===== src/rtl/trx_switch_ctl.sv =====
module trx_switch_ctl #(
  parameter int HOLD_W = 8
) (
  input  logic              clk,
  input  logic              rst_n,
  input  logic              tx_busy,
  input  logic              full_dup,
  input  logic [HOLD_W-1:0] hold_cycles,
  input  logic              ovr_en,
  input  logic [3:0]        ovr_bits,
  output logic              shared_tx,
  output logic              rx_from_rx2,
  output logic              tx_en,
  output logic              rx_en
);

  typedef enum logic [1:0] {S_IDLE, S_TX, S_HOLD, S_FULL} state_t;

  state_t            state;
  logic [HOLD_W-1:0] quiet;
  logic              sw_q, rx2_q, txen_q, rxen_q;

  always_ff @(posedge clk) begin
    if (!rst_n) begin
      state  <= S_IDLE;
      quiet  <= '0;
      sw_q   <= 1'b0;
      rx2_q  <= 1'b0;
      txen_q <= 1'b0;
      rxen_q <= 1'b1;
    end else begin
      case (state)
        S_IDLE: begin
          if (full_dup) begin
            state  <= S_FULL;
            sw_q   <= 1'b1;
            rx2_q  <= 1'b1;
            rxen_q <= 1'b1;
          end else if (tx_busy) begin
            state  <= S_TX;
            sw_q   <= 1'b1;
            rxen_q <= 1'b0;
          end
        end
        S_TX: begin
          txen_q <= sw_q;
          if (full_dup) begin
            state  <= S_FULL;
            rx2_q  <= 1'b1;
            rxen_q <= 1'b1;
          end else if (!tx_busy) begin
            state <= S_HOLD;
            quiet <= {{(HOLD_W-1){1'b0}}, 1'b1};
          end
        end
        S_HOLD: begin
          if (full_dup) begin
            state  <= S_FULL;
            rx2_q  <= 1'b1;
            rxen_q <= 1'b1;
            txen_q <= sw_q;
          end else if (tx_busy) begin
            state  <= S_TX;
            rx2_q  <= 1'b0;
            rxen_q <= 1'b0;
          end else if (!txen_q) begin
            state  <= S_IDLE;
            sw_q   <= 1'b0;
            rx2_q  <= 1'b0;
            rxen_q <= 1'b1;
          end else if (quiet >= hold_cycles) begin
            txen_q <= 1'b0;
          end else begin
            quiet <= quiet + 1'b1;
          end
        end
        default: begin
          txen_q <= sw_q;
          if (!full_dup) begin
            state  <= S_HOLD;
            txen_q <= 1'b0;
            quiet  <= {{(HOLD_W-1){1'b0}}, 1'b1};
          end
        end
      endcase
    end
  end

  assign shared_tx   = ovr_en ? ovr_bits[0] : sw_q;
  assign tx_en       = ovr_en ? (ovr_bits[1] & ovr_bits[0]) : txen_q;
  assign rx_en       = ovr_en ? ovr_bits[2] : rxen_q;
  assign rx_from_rx2 = ovr_en ? ovr_bits[3] : rx2_q;

endmodule


===== config.mk =====
export PLATFORM = sky130hd
export DESIGN_NAME = trx_switch_ctl
export DESIGN_NICKNAME = d
export VERILOG_FILES = /design/src/rtl/trx_switch_ctl.sv
export SDC_FILE = /design/constraint.sdc
export NUM_CORES = 1
export LEC_CHECK = 0
export ABC_AREA = 1
export CAP_MARGIN = 0
export CORE_MARGIN = 2
export CORE_UTILIZATION = 40
export DETAILED_ROUTE_END_ITERATION = 10
export PLACE_DENSITY_LB_ADDON = 0.15
export SYNTH_ARGS = -nofsm -noshare
export SYNTH_HDL_FRONTEND = slang
export SYNTH_SLANG_ARGS = --single-unit

===== constraint.sdc =====
create_clock -name clk -period 2.4 [get_ports clk]
set_clock_uncertainty 0.2 [all_clocks]
set_input_delay 0.24 -clock clk [delete_from_list [all_inputs] [get_ports clk]]
set_output_delay 0.24 -clock clk [all_outputs]
set_load 0.05 [all_outputs]

# Word level (Yosys, flattened, before mapping)
# Index checks and enable logic that the tools add are counted.
[word_totals]
ff_bits = 14
latchBits = 0
ram_bits = 0
mem_bits_ro = 0
inputBits = 17
wordCells = 80
mem_count = 0
[op_classes]
n_addsub = 1
n_mul = 0
div_mod_pow = 0
order_cmp = 1
eq_ne = 15
n_shift = 0
n_mux = 43
bitwise_logic = 3
n_reduce_logical = 11
[ops]
columns = ["cell", "n"]
rows = [
  ["$mux 8", 7],
  ["$pmux 8 s3", 1],
  ["$mux 1", 22],
  ["$mux 2", 8],
  ["$ne 2x2->1 const B", 7],
  ["$ne 3x3->1 const B", 3],
  ["$add 8x1->8 const B", 1],
  ["$ge 8x8->1", 1],
  ["$reduce_and 4->1", 2],
  ["$pmux 1 s3", 2],
  ["$pmux 2 s3", 1],
  ["$reduce_and 6->1", 1],
  ["$reduce_and 5->1", 1],
  ["$ne 4x1->1 const B", 1],
  ["$ne 4x4->1 const B", 1],
  ["$pmux 1 s2", 2],
  ["$reduce_bool 2->1", 2],
  ["$reduce_and 3->1", 1],
  ["$reduce_bool 3->1", 1],
  ["$eq 2x1->1 const B", 1],
  ["$eq 2x2->1 const B", 1],
  ["$logic_not 2->1", 1],
  ["$ne 2x1->1 const B", 1],
  ["$not 1->1", 2],
  ["3 further kinds", 3],
]

# Depth between registers and ports, before layout
[logic_depth]
ltp_word = 6
depth_mapped = 13
ltp_nobuf = 13

# Worst setup path after synthesis
# OpenSTA, ideal clock, no wires.
[synth_timing]
path_type = "register to output"
start = "register txen_q"
end = "output port tx_en"
arrival_time_ns = 1.468
path_slack_ns = 0.492
path_stages_with_launch = 3
path_buffers = 0
path_cell_list = "dfxtp_1 -> inv_2 -> o21ai_0"
[synth_via]
elab_chain_cells = 1
[synth_lines]
columns = ["element", "line_no", "text"]
rows = [
  ["from (decl)", "21", "logic sw_q, rx2_q, txen_q, rxen_q;"],
  ["from (signal assigned)", "46", "txen_q <= sw_q;"],
  ["from (signal assigned)", "61", "txen_q <= sw_q;"],
  ["from (signal assigned)", "78", "txen_q <= sw_q;"],
  ["$mux 1", "90", "assign tx_en = ovr_en ? (ovr_bits[1] & ovr_bits[0]) : txen_q;"],
  ["to (decl)", "13", "output logic tx_en,"],
]
# No other way between the ends.

# Worst setup path in the final report
[layout_timing]
start = "register state[0]"
end = "register quiet[5]"
[layout_via]
elab_chain_cells = 3
elab_cells_between_ends = 10
cone_classes = "6 x eq/ne; 1 x mux; 1 x bitwise; 2 x reduce/logical"
[layout_lines]
columns = ["element", "line_no", "text"]
rows = [
  ["from (decl)", "19", "state_t state;"],
  ["from (signal assigned)", "25", "state <= S_IDLE;"],
  ["from (signal assigned)", "35", "state <= S_FULL;"],
  ["from (signal assigned)", "40", "state <= S_TX;"],
  ["$eq 2x2->1, or another cell as far along", "32", "case (state)"],
  ["$ne 2x2->1 (no line) or $not 1->1 (tied branches)", "--", ""],
  ["$reduce_and 6->1 (no line)", "--", ""],
  ["to (signal assigned)", "53", "quiet <= {{(HOLD_W-1){1'b0}}, 1'b1};"],
  ["to (signal assigned)", "74", "quiet <= quiet + 1'b1;"],
  ["to (signal assigned)", "82", "quiet <= {{(HOLD_W-1){1'b0}}, 1'b1};"],
  ["to (decl)", "20", "logic [HOLD_W-1:0] quiet;"],
]
# Parallel ways exist; a longest one is shown, timed or not.
# A chain may end at the register's enable or synchronous reset.

==> results.toml <==
[die]
design.portCount = 21
die_y_um = 58.8
die_w_um = 58.8
std_cell_rows = 19
placeableCoreArea_sq_um = 2810
die_area_sq_um = 3450
start_util = 0.428

[placed_design]
place_hpwl_um = 2140
pre_cts_ws_ps = 186
io_buffers = 20
dpl-instance-area_sq_um = 1410
dpl.cell_count = 232
gp_congestion = 0.832

[grt]
grt.total_usage = 0.180
antenna_found_initial = 0
grt_max_degree = 14
grt_pass1_wl_um = 4810
grt_pass1_vias = 1168
grt-ovfl-total = 0

[cts]
cts_made_buffers = 3
ctsHoldBuffers = 0
cts_root_buf = "clkbuf_4"
clk_pin_slew_worst_paths_ps = 100
clock_latency_ps = 300
clockBufferDepth = 2
postCtsSetupBuffers = 0
ctsResizeCount = 0
cts_max_level = 1
cts.sinks = 14
cts_tree = "done"

[synthesis]
synth_fp_nets = 213
synthAdderAreaFrac = 0.136
syn_inst = 183
synthMuxAreaShare = 0.00938
syn-mean-instance-area_sq_um = 6.56
synth_compound_area_frac = 0.141
synthFlopType = "dfxtp_1"
syn_area_sq_um = 1200
ys_async_sr_fraction = 0
yosys.area_share.simple = 0.338
ys_ff_latch = 14
synth_top_family_by_area = "simple AND/OR/NAND/NOR gates"
ys_seq_area_frac = 0.234
synth.distinct_cells = 29
synthXorXnorAreaFrac = 0.0438
yosysWarnings = 0
synth_enable_flop_cells = 0

[cells_and_area]
stdcell_count = 236
synthToLayoutAreaGrowth_pct = 20.8
finish.instance_area_sq_um = 1450
fin_nets = 236
layout-drive-gt1-share = 0.0976
multi_input_area_sq_um = 801
diodes = 0
num-fill-cells = 280
area.sequential_sq_um = 280

[routing]
vias_per_cell = 5.10
route.detailed.drc = 2
via_count = 1204
detail-route-antenna-nets = 0
drt-initial-drc-count = 40
drt_wl_total_um = 2720
firstDrtPassIters = 7
wl_per_cell_um = 11.5

[status]
violations = "design-rule violations"
status = "finished with violations"

[critical_path]
crit_type = "register to register"
critPathArrivalTime_ps = 1950
start_kind = "register"
crit_path_end_kind = "register"
required_ps = 2430
cp_max_fo = 8

[sta]
finalSetupViolCount = 0
fmax_mhz = 520
hold_viol = 0
worstMarginPinSlew_ps = 392
setup_tns_ps = 0
maxSlewViolCount = 0
fin_crit_sh = 0.802
fin_ws_ps = 475
rsz0062_at_grt = "false"
hold_ws_ps = 258
relSlewSlack = 0.738
fin_crit_ps = 1920

[flow_run]
maxCapViolations = 0

[worst_hold_path]
min_path_type = "register to register"

[power]
ir_worst_vdd_uv = 481
power_density_nw_per_um2 = 808
p_leak_nw = 0.644
flip-flops by register name (all words and copies together), names as in the netlist:
| signal | count |
|---|---|
| quiet | 8 |
| txen_q | 1 |
| rxen_q | 1 |
| state | 2 |
| rx2_q | 1 |
| sw_q | 1 |
report_power, final:
part	switching, mW	internal, mW
Sequential	0.0491	0.287
Clock	0.0917	0.0926
Combinational	0.415	0.235
cell families after synthesis:
family          Yosys count
flops                    14
xor+xnor                  6
buf+inv                  28
simple gates             93
fa+ha+maj                13
mux                       1
compound gates           28
cell usage after synthesis, types with 2 or more instances:
library cell,count,share of area
a21oi_1,13,0.054
a31oi_1,2,0.010
o21ai_1,4,0.017
ha_1,13,0.14
inv_2,2,0.0063
nand2_1,51,0.16
xor2_1,4,0.029
nor2_1,24,0.075
o21ai_0,3,0.013
inv_1,22,0.069
nand3_1,11,0.046
o211ai_1,3,0.019
dfxtp_1,14,0.23
xnor2_1,2,0.015
cell usage in the layout (no fill, tap or decap), drive strengths merged:
master	n
xor2	4
o21ai	7
buf	4
dfxtp	14
nor2	25
clkdlybuf4s50	16
o211ai	3
nand3	13
mux2	1
nor3	1
o2111ai	1
a21oi	15
nand2	53
clkbuf	4
a31oi	2
inv	24
nand3b	1
xnor2	2
clkinv	2
ha	13
per-stage QoR:
step / utilization / total power [mW]
global placement: 0.504 / 0.977
detailed placement: 0.504 / 0.989
floorplan: - / 0.830
global route: 0.517 / 1.27
finish: 0.517 / 1.17
CTS: 0.517 / 1.17
worst max-delay path: stages, from the launching register on:
cell and delay (ps):
dfxtp_1 390, inv_1 100, ha_1 300, nand2_1 110, nand3_2 80, a21oi_4 170
nand2_2 160, nand2_4 150, nand2_1 60, a21oi_1 120
final timing paths:
kind	start	to	slack [ps]	cells past startpoint
worst max-delay path	state[0]	quiet[5]	480	9
worst min-delay path	rx2_q	rx2_q	260	2
worst max register to register	state[0]	quiet[5]	480	9
worst min register to register	rx2_q	rx2_q	260	2
routing by layer:
metal	GRT usage	share of wire	vias to the layer above
li1	-	-	634
met1	0.227	0.48	526
met2	0.306	0.45	39
met3	0.0286	0.061	5
met4	0.0682	0.015	0
met5	0	0	-
area by class of cell:
cell class | count | area share
clock buffer | 4 | 0.0250
inverter | 26 | 0.0708
multi-input combinational | 141 | 0.553
sequential | 14 | 0.193
tap | 31 | 0.0268
timing repair buffer | 20 | 0.131
Note: power is estimated with default switching activity, not from simulation.
